--- src/rtl/acc_cpu_pkg.sv ---
package acc_cpu_pkg;

  // Decoder codes: fetch, instruction opcodes, and the post-instruction check.
  localparam int CODE_FETCH = 8'h00;
  localparam int CODE_LOAD  = 8'h01;
  localparam int CODE_ADD   = 8'h02;
  localparam int CODE_STORE = 8'h03;
  localparam int CODE_END   = 8'h04;
  localparam int CODE_CHECK = 8'h05;
  localparam int CODE_SVC   = 8'h06;

  // Register-transfer strobes from the sequencer to the datapath.
  typedef struct packed {
    logic mar_from_ip;
    logic mar_from_ir;
    logic mdr_from_mem;
    logic mdr_from_acc;
    logic ir_load;
    logic ip_inc;
    logic acc_from_mdr;
    logic acc_from_sum;
    logic mem_write;
    logic svc_latch;
    logic vec_take;
  } ctl_t;

  // Two's-complement overflow from the sign bits of operands and sum.
  function automatic logic signed_ovf(input logic sa, input logic sb, input logic ss);
    return (sa == sb) && (ss != sa);
  endfunction

endpackage

--- src/rtl/acc_alu.sv ---
module acc_alu #(
  parameter int W = 16
) (
  input  logic [W-1:0] a,
  input  logic [W-1:0] b,
  output logic [W-1:0] sum,
  output logic         ovf
);
  import acc_cpu_pkg::*;

  always_comb begin
    sum = a + b;
    ovf = signed_ovf(a[W-1], b[W-1], sum[W-1]);
  end

endmodule

--- src/rtl/acc_sequencer.sv ---
module acc_sequencer #(
  parameter int OP_W = 8
) (
  input  logic              clk,
  input  logic              rst,
  input  logic [OP_W-1:0]   ir_op,
  input  logic              ov_q,
  input  logic              fault_mem,
  input  logic              fault_priv,
  input  logic              irq_go,
  output acc_cpu_pkg::ctl_t ctl,
  output logic              in_check,
  output logic              halted,
  output logic              abend
);
  import acc_cpu_pkg::*;

  localparam int STEP_W = 3;
  localparam logic [OP_W-1:0] C_FETCH = OP_W'(CODE_FETCH);
  localparam logic [OP_W-1:0] C_LOAD  = OP_W'(CODE_LOAD);
  localparam logic [OP_W-1:0] C_ADD   = OP_W'(CODE_ADD);
  localparam logic [OP_W-1:0] C_STORE = OP_W'(CODE_STORE);
  localparam logic [OP_W-1:0] C_END   = OP_W'(CODE_END);
  localparam logic [OP_W-1:0] C_CHECK = OP_W'(CODE_CHECK);
  localparam logic [OP_W-1:0] C_SVC   = OP_W'(CODE_SVC);

  logic [OP_W-1:0]   dec_q, dec_d;
  logic [STEP_W-1:0] step_q, step_d;
  logic              halted_q, abend_q, halt_set, abend_set;
  logic              fault_any;

  assign fault_any = ov_q | fault_mem | fault_priv;

  always_comb begin
    ctl       = '0;
    dec_d     = dec_q;
    step_d    = step_q + 1'b1;
    halt_set  = 1'b0;
    abend_set = 1'b0;
    if (halted_q) begin
      step_d = step_q;
    end else if (dec_q == C_FETCH) begin
      case (step_q)
        STEP_W'(0): ctl.mar_from_ip  = 1'b1;
        STEP_W'(2): ctl.mdr_from_mem = 1'b1;
        STEP_W'(3): begin ctl.ir_load = 1'b1; ctl.ip_inc = 1'b1; end
        STEP_W'(4): begin dec_d = ir_op; step_d = '0; end
        default: ;
      endcase
    end else if (dec_q == C_LOAD || dec_q == C_ADD) begin
      case (step_q)
        STEP_W'(0): ctl.mar_from_ir  = 1'b1;
        STEP_W'(2): ctl.mdr_from_mem = 1'b1;
        STEP_W'(3): begin
          ctl.acc_from_mdr = (dec_q == C_LOAD);
          ctl.acc_from_sum = (dec_q == C_ADD);
          dec_d = C_CHECK; step_d = '0;
        end
        default: ;
      endcase
    end else if (dec_q == C_STORE) begin
      case (step_q)
        STEP_W'(0): ctl.mar_from_ir  = 1'b1;
        STEP_W'(1): ctl.mdr_from_acc = 1'b1;
        STEP_W'(2): begin ctl.mem_write = 1'b1; dec_d = C_CHECK; step_d = '0; end
        default: ;
      endcase
    end else if (dec_q == C_END) begin
      halt_set = 1'b1;
      step_d   = step_q;
    end else if (dec_q == C_SVC) begin
      ctl.svc_latch = 1'b1;
      dec_d = C_CHECK; step_d = '0;
    end else if (dec_q == C_CHECK) begin
      if (fault_any) begin
        halt_set  = 1'b1;
        abend_set = 1'b1;
        step_d    = step_q;
      end else begin
        ctl.vec_take = irq_go;
        dec_d = C_FETCH; step_d = '0;
      end
    end else begin
      dec_d = C_CHECK; step_d = '0;
    end
  end

  always_ff @(posedge clk) begin
    if (rst) begin
      dec_q    <= C_FETCH;
      step_q   <= '0;
      halted_q <= 1'b0;
      abend_q  <= 1'b0;
    end else if (!halted_q) begin
      dec_q    <= dec_d;
      step_q   <= step_d;
      halted_q <= halt_set;
      abend_q  <= abend_set;
    end
  end

  assign in_check = (dec_q == C_CHECK) && !halted_q;
  assign halted   = halted_q;
  assign abend    = abend_q;

  // Event wires for the checks below.
  logic ev_fault_stop;
  assign ev_fault_stop = in_check && fault_any;

  assert_check_single_R7: assert property (@(posedge clk) disable iff (rst)
    in_check |=> !in_check);
  assert_halt_holds_R6: assert property (@(posedge clk) disable iff (rst)
    halted |=> halted && $stable(abend));
  assert_abend_is_halt_R9: assert property (@(posedge clk) disable iff (rst)
    abend |-> halted);
  assert_fault_stops_R9: assert property (@(posedge clk) disable iff (rst)
    ev_fault_stop |=> halted && abend);

endmodule

--- src/rtl/acc_datapath.sv ---
module acc_datapath #(
  parameter int DATA_W = 16,
  parameter int ADDR_W = 8
) (
  input  logic                   clk,
  input  logic                   rst,
  input  acc_cpu_pkg::ctl_t      ctl,
  input  logic [ADDR_W-1:0]      reset_vec,
  input  logic [ADDR_W-1:0]      irq_vec,
  input  logic [DATA_W-1:0]      mem_rdata,
  output logic [DATA_W-ADDR_W-1:0] ir_op,
  output logic [ADDR_W-1:0]      ip,
  output logic [DATA_W-1:0]      acc,
  output logic                   ov_flag,
  output logic                   svc_flag,
  output logic [ADDR_W-1:0]      svc_index,
  output logic [ADDR_W-1:0]      mem_addr,
  output logic [DATA_W-1:0]      mem_wdata
);
  localparam int OP_W = DATA_W - ADDR_W;

  logic [ADDR_W-1:0] ip_q, mar_q, b_q;
  logic [DATA_W-1:0] mdr_q, ir_q, acc_q, sum_w;
  logic              ov_q, svc_q, ovf_w;
  logic [ADDR_W-1:0] ir_addr;

  assign ir_addr = ir_q[ADDR_W-1:0];
  assign ir_op   = ir_q[DATA_W-1:ADDR_W];

  acc_alu #(.W(DATA_W)) u_alu (
    .a  (acc_q),
    .b  (mdr_q),
    .sum(sum_w),
    .ovf(ovf_w)
  );

  always_ff @(posedge clk) begin
    if (rst) begin
      ip_q  <= reset_vec;
      mar_q <= '0;
      mdr_q <= '0;
      ir_q  <= '0;
      acc_q <= '0;
      b_q   <= '0;
      ov_q  <= 1'b0;
      svc_q <= 1'b0;
    end else begin
      if (ctl.mar_from_ip)  mar_q <= ip_q;
      if (ctl.mar_from_ir)  mar_q <= ir_addr;
      if (ctl.mdr_from_mem) mdr_q <= mem_rdata;
      if (ctl.mdr_from_acc) mdr_q <= acc_q;
      if (ctl.ir_load)      ir_q  <= mdr_q;
      if (ctl.ip_inc)       ip_q  <= ip_q + 1'b1;
      if (ctl.acc_from_mdr) acc_q <= mdr_q;
      if (ctl.acc_from_sum) begin
        acc_q <= sum_w;
        if (ovf_w) ov_q <= 1'b1;
      end
      if (ctl.svc_latch) begin
        svc_q <= 1'b1;
        b_q   <= ir_addr;
      end
      if (ctl.vec_take) begin
        ip_q  <= irq_vec;
        svc_q <= 1'b0;
      end
    end
  end

  assign ip        = ip_q;
  assign acc       = acc_q;
  assign ov_flag   = ov_q;
  assign svc_flag  = svc_q;
  assign svc_index = b_q;
  assign mem_addr  = mar_q;
  assign mem_wdata = mdr_q;

  logic unused_op;
  assign unused_op = ^ir_op[OP_W-1:0] & 1'b0;

  assert_ov_sticky_R4: assert property (@(posedge clk) disable iff (rst)
    ov_q |=> ov_q);
  assert_ip_step_R2: assert property (@(posedge clk) disable iff (rst)
    ctl.ip_inc |=> ip_q == $past(ip_q) + 1'b1);
  assert_vector_taken_R10: assert property (@(posedge clk) disable iff (rst)
    ctl.vec_take |=> (ip_q == $past(irq_vec)) && !svc_q);
  assert_write_data_R12: assert property (@(posedge clk) disable iff (rst)
    ctl.mem_write |-> mem_wdata == acc_q);

endmodule

--- src/rtl/acc_cpu.sv ---
module acc_cpu #(
  parameter int DATA_W = 16,
  parameter int ADDR_W = 8
) (
  input  logic              clk,
  input  logic              rst,
  input  logic [ADDR_W-1:0] reset_vec,
  output logic [ADDR_W-1:0] mem_addr,
  output logic              mem_we,
  output logic [DATA_W-1:0] mem_wdata,
  input  logic [DATA_W-1:0] mem_rdata,
  input  logic              fault_mem,
  input  logic              fault_priv,
  input  logic              irq_go,
  input  logic [ADDR_W-1:0] irq_vec,
  output logic [ADDR_W-1:0] ip,
  output logic [DATA_W-1:0] acc,
  output logic              ov_flag,
  output logic              svc_flag,
  output logic [ADDR_W-1:0] svc_index,
  output logic              in_check,
  output logic              halted,
  output logic              abend
);
  import acc_cpu_pkg::*;

  localparam int OP_W = DATA_W - ADDR_W;

  ctl_t            ctl;
  logic [OP_W-1:0] ir_op;

  acc_sequencer #(.OP_W(OP_W)) u_seq (
    .clk       (clk),
    .rst       (rst),
    .ir_op     (ir_op),
    .ov_q      (ov_flag),
    .fault_mem (fault_mem),
    .fault_priv(fault_priv),
    .irq_go    (irq_go),
    .ctl       (ctl),
    .in_check  (in_check),
    .halted    (halted),
    .abend     (abend)
  );

  acc_datapath #(.DATA_W(DATA_W), .ADDR_W(ADDR_W)) u_dp (
    .clk      (clk),
    .rst      (rst),
    .ctl      (ctl),
    .reset_vec(reset_vec),
    .irq_vec  (irq_vec),
    .mem_rdata(mem_rdata),
    .ir_op    (ir_op),
    .ip       (ip),
    .acc      (acc),
    .ov_flag  (ov_flag),
    .svc_flag (svc_flag),
    .svc_index(svc_index),
    .mem_addr (mem_addr),
    .mem_wdata(mem_wdata)
  );

  assign mem_we = ctl.mem_write;

  assert_write_ends_in_check_R5: assert property (@(posedge clk) disable iff (rst)
    mem_we |=> in_check);
  assert_halt_freezes_R6: assert property (@(posedge clk) disable iff (rst)
    halted |=> $stable(ip) && $stable(acc) && !mem_we);

endmodule

--- config.mk ---
export PLATFORM = sky130hd
export DESIGN_NAME = acc_cpu
export DESIGN_NICKNAME = d
export VERILOG_FILES = /design/src/rtl/acc_cpu_pkg.sv /design/src/rtl/acc_alu.sv /design/src/rtl/acc_sequencer.sv /design/src/rtl/acc_datapath.sv /design/src/rtl/acc_cpu.sv
export SDC_FILE = /design/constraint.sdc
export NUM_CORES = 1
export LEC_CHECK = 0
export ABC_CLOCK_PERIOD_IN_PS = 3360
export BUFFER_PORTS_ARGS = -buffer_cell sky130_fd_sc_hd__buf_2
export CAP_MARGIN = 20
export CORE_AREA = 2 2 103 105
export DETAILED_ROUTE_END_ITERATION = 16
export DIE_AREA = 0 0 105 107
export PLACE_DENSITY = 0.74
export SYNTH_ARGS = -nofsm -noshare
export SYNTH_HDL_FRONTEND = slang
export SYNTH_HIERARCHICAL = 1
export SYNTH_SLANG_ARGS = --single-unit
--- constraint.sdc ---
create_clock -name clk -period 3.36 [get_ports clk]
set_input_delay 0.336 -clock clk [delete_from_list [all_inputs] [get_ports clk]]
set_output_delay 0.336 -clock clk [all_outputs]
set_load 0.05 [all_outputs]
==> metrics.txt <==
top cells by count, synth nor2_1, dfxtp_1, mux2i_1; fin crit share 0.869; share of the synthesized area in the top cell type 0.325; Final min period 2.92 ns; CTS Buf Count 9; Cell Area, Synth 4870 µm²; # rows 37; HP Class input pin to flip-flop; post_cts resized 0; met3 usage 0.0328; final hold viol count 0; post-route cell area 5600 µm²; H-tree depth 3; antenna violations before repair 0; n_diodes 0; synthesized instance count 562; share of cells above drive strength 1 0.221; Max-Cap Viols 0; Rel. slew slack 0.292; final core utilization 0.555; Sink Count 87; Initial Util 0.483; Clock Skew 0.0161 ns; Die Y-Extent 107 µm; sequential cell area fraction in the yosys report 0.374; wire length after detailed routing 11700 µm; Max VDD drop 0.220 mV; first-pass GRT wire length 19300 µm; max-slew violation count 0; Hold Crit Endpoint u_dp/ip[7]$_DFFE_PP_; Area Overhead vs Synth 15.0%; core area 10100 µm²; vias 4284; final total negative setup slack 0 ns; P per Cell Area 440 nW/µm²; die area 11200 µm²; clk_lat worst skew 0.35 ns; leakage power 2.50 nW; synthesized net count 622; register bit count reported by yosys 87; HP Start reset_vec[7]; Non-Filler Instances 782; post-synth top area cell dfxtp_1; CTS tree built; Area contributors post-synth dfxtp_1, mux2i_1, nor2_1, a21oi_1, ha_1; IO Count 99; CP Capture Type flip-flop; Nets 701; number of port buffers 98; DR WL/cell 15.0 µm; setup bufs post-CTS 0; Worst R2R End u_dp/ip[2]$_DFFE_PP_; WHS Path Cells 3; Top FF cell, synth dfxtp_1; Synth cell types 62; crit start category flip-flop; Hold-fix buffers, CTS 0; CP max FO 16; Post-synth EDFFs 8; 1st-iter DRT viols 219; Die Wd 105 µm; GR peak layer met2; Least-Margin Pin Slew 1.06 ns; GRT Total Usage 0.208; DP Wirelength 8380 µm; number of global-route vias before repair 4122; drc violations 0; asr flop ratio synth 0; reg2reg path depth 4; WHS 0.264 ns; met2 Use GR 0.360; RSZ-0062 raised after global routing no; critical path class flip-flop to flip-flop; WP data arrival 2.93 ns; clock root cell clkbuf_8; via/cell ratio 5.48; yosys warns 6; R2R setup slack 0.44 ns; total congestion overflow 0; Clock transition at path regs 0.10 ns; Placed Instances 766; FMAX 0.343 GHz; clk buf depth 2; worst endpoint required time 3.38 ns; grt met1 use 0.265; most frequent cell after synthesis nor2_1; Final GP Congestion 0.842; final setup violation count 0; Post-DRT Antenna Nets 0; largest net degree at the start of global routing 62; Detailed Routing Iterations Pass 1 5; status finished, final reports clean; Reg-to-Reg Start u_seq/dec_q[0]$_SDFFE_PP0P_; Syn Area/Cell 8.67 µm²; area post-placement 5400 µm²
power by group:
group,switching [mW],internal [mW]
clock,0.398,0.354
sequential,0.0643,1.10
combinational,0.358,0.192
total,0.820,1.65
per-stage QoR:
stage               worst slack (ns)  total power [mW]
floorplan                      0.411              1.60
global placement               0.507              1.72
detailed placement             0.457              1.73
CTS                            0.485              2.49
global route                   0.295              2.59
finish                         0.441              2.47
logic make-up after synthesis:
group                      synth area share
adders and majority gates            0.0606
buffers and inverters                0.0565
AOI/OAI and AO/OA                     0.144
muxes                                 0.148
xor gates and xnor gates             0.0324
and+or+nand+nor                       0.184
DFF                                   0.374
registers in the layout (all words and copies together) (netlist names):
name            count
u_dp/ip             8
u_seq/step_q        3
u_seq/abend         1
u_dp/ov_flag        1
u_dp/acc           16
u_dp/mem_wdata     16
u_seq/halted        1
u_dp/svc_flag       1
u_dp/svc_index      8
u_dp/mem_addr       8
u_dp/ir_q          16
u_seq/dec_q         8
worst max-delay path: stages, from the launching register on:
cell and delay [ns]:
dfxtp_1 0.67, or4bb_1 0.55, nor3_2 0.28, and3_1 0.64
or3_1 0.45
cell usage in the layout, fill, tap and decap left out, drive strengths merged, types with 6 or more instances in the layout:
cell type | synthesis | routed
edfxtp | 8 | 8
nand2 | 22 | 22
xor2 | 6 | 6
ha | 22 | 22
nor3 | 10 | 10
a21oi | 59 | 59
buf | 31 | 109
dfxtp | 79 | 79
nor2b | 6 | 6
a22o | 6 | 6
clkbuf | 10 | 9
nor2 | 121 | 121
inv | 12 | 16
o21ai | 15 | 15
xnor2 | 12 | 12
mux2i | 70 | 70
worst max-delay path by stage:
stage | to | depth (start not counted) | startpoint | slack (ns)
6_report | u_dp/ip[2]$_DFFE_PP_ | 4 | u_seq/dec_q[0]$_SDFFE_PP0P_ | 0.44
5_1_grt | u_dp/ip[6]$_DFFE_PP_ | 4 | u_seq/dec_q[0]$_SDFFE_PP0P_ | 0.29
4_1_cts | u_dp/ip[2]$_DFFE_PP_ | 4 | u_seq/dec_q[0]$_SDFFE_PP0P_ | 0.49
3_5_place_dp | u_dp/ip[3]$_DFFE_PP_ | 4 | u_seq/dec_q[0]$_SDFFE_PP0P_ | 0.46
3_3_place_gp | u_dp/ip[7]$_DFFE_PP_ | 4 | u_seq/dec_q[0]$_SDFFE_PP0P_ | 0.51
2_1_floorplan | u_dp/ip[0]$_DFFE_PP_ | 6 | u_seq/halted$_SDFF_PP0_ | 0.41
layout make-up:
type	count	area [µm²]
multi-input cells	422	2790
inverters	12	45.0
clock inverters	7	76.3
fillers	954	4490
well taps	136	170
repair buffers	109	573
clock buffers	9	124
flip-flops and latches	87	1820
metal layers:
layer	vias to the layer above	routed length [µm]
li1	2126	-
met1	2006	5250
met2	146	5760
met3	6	642
met4	0	87
met5	-	0
Note: power is estimated with default switching activity, not from simulation.
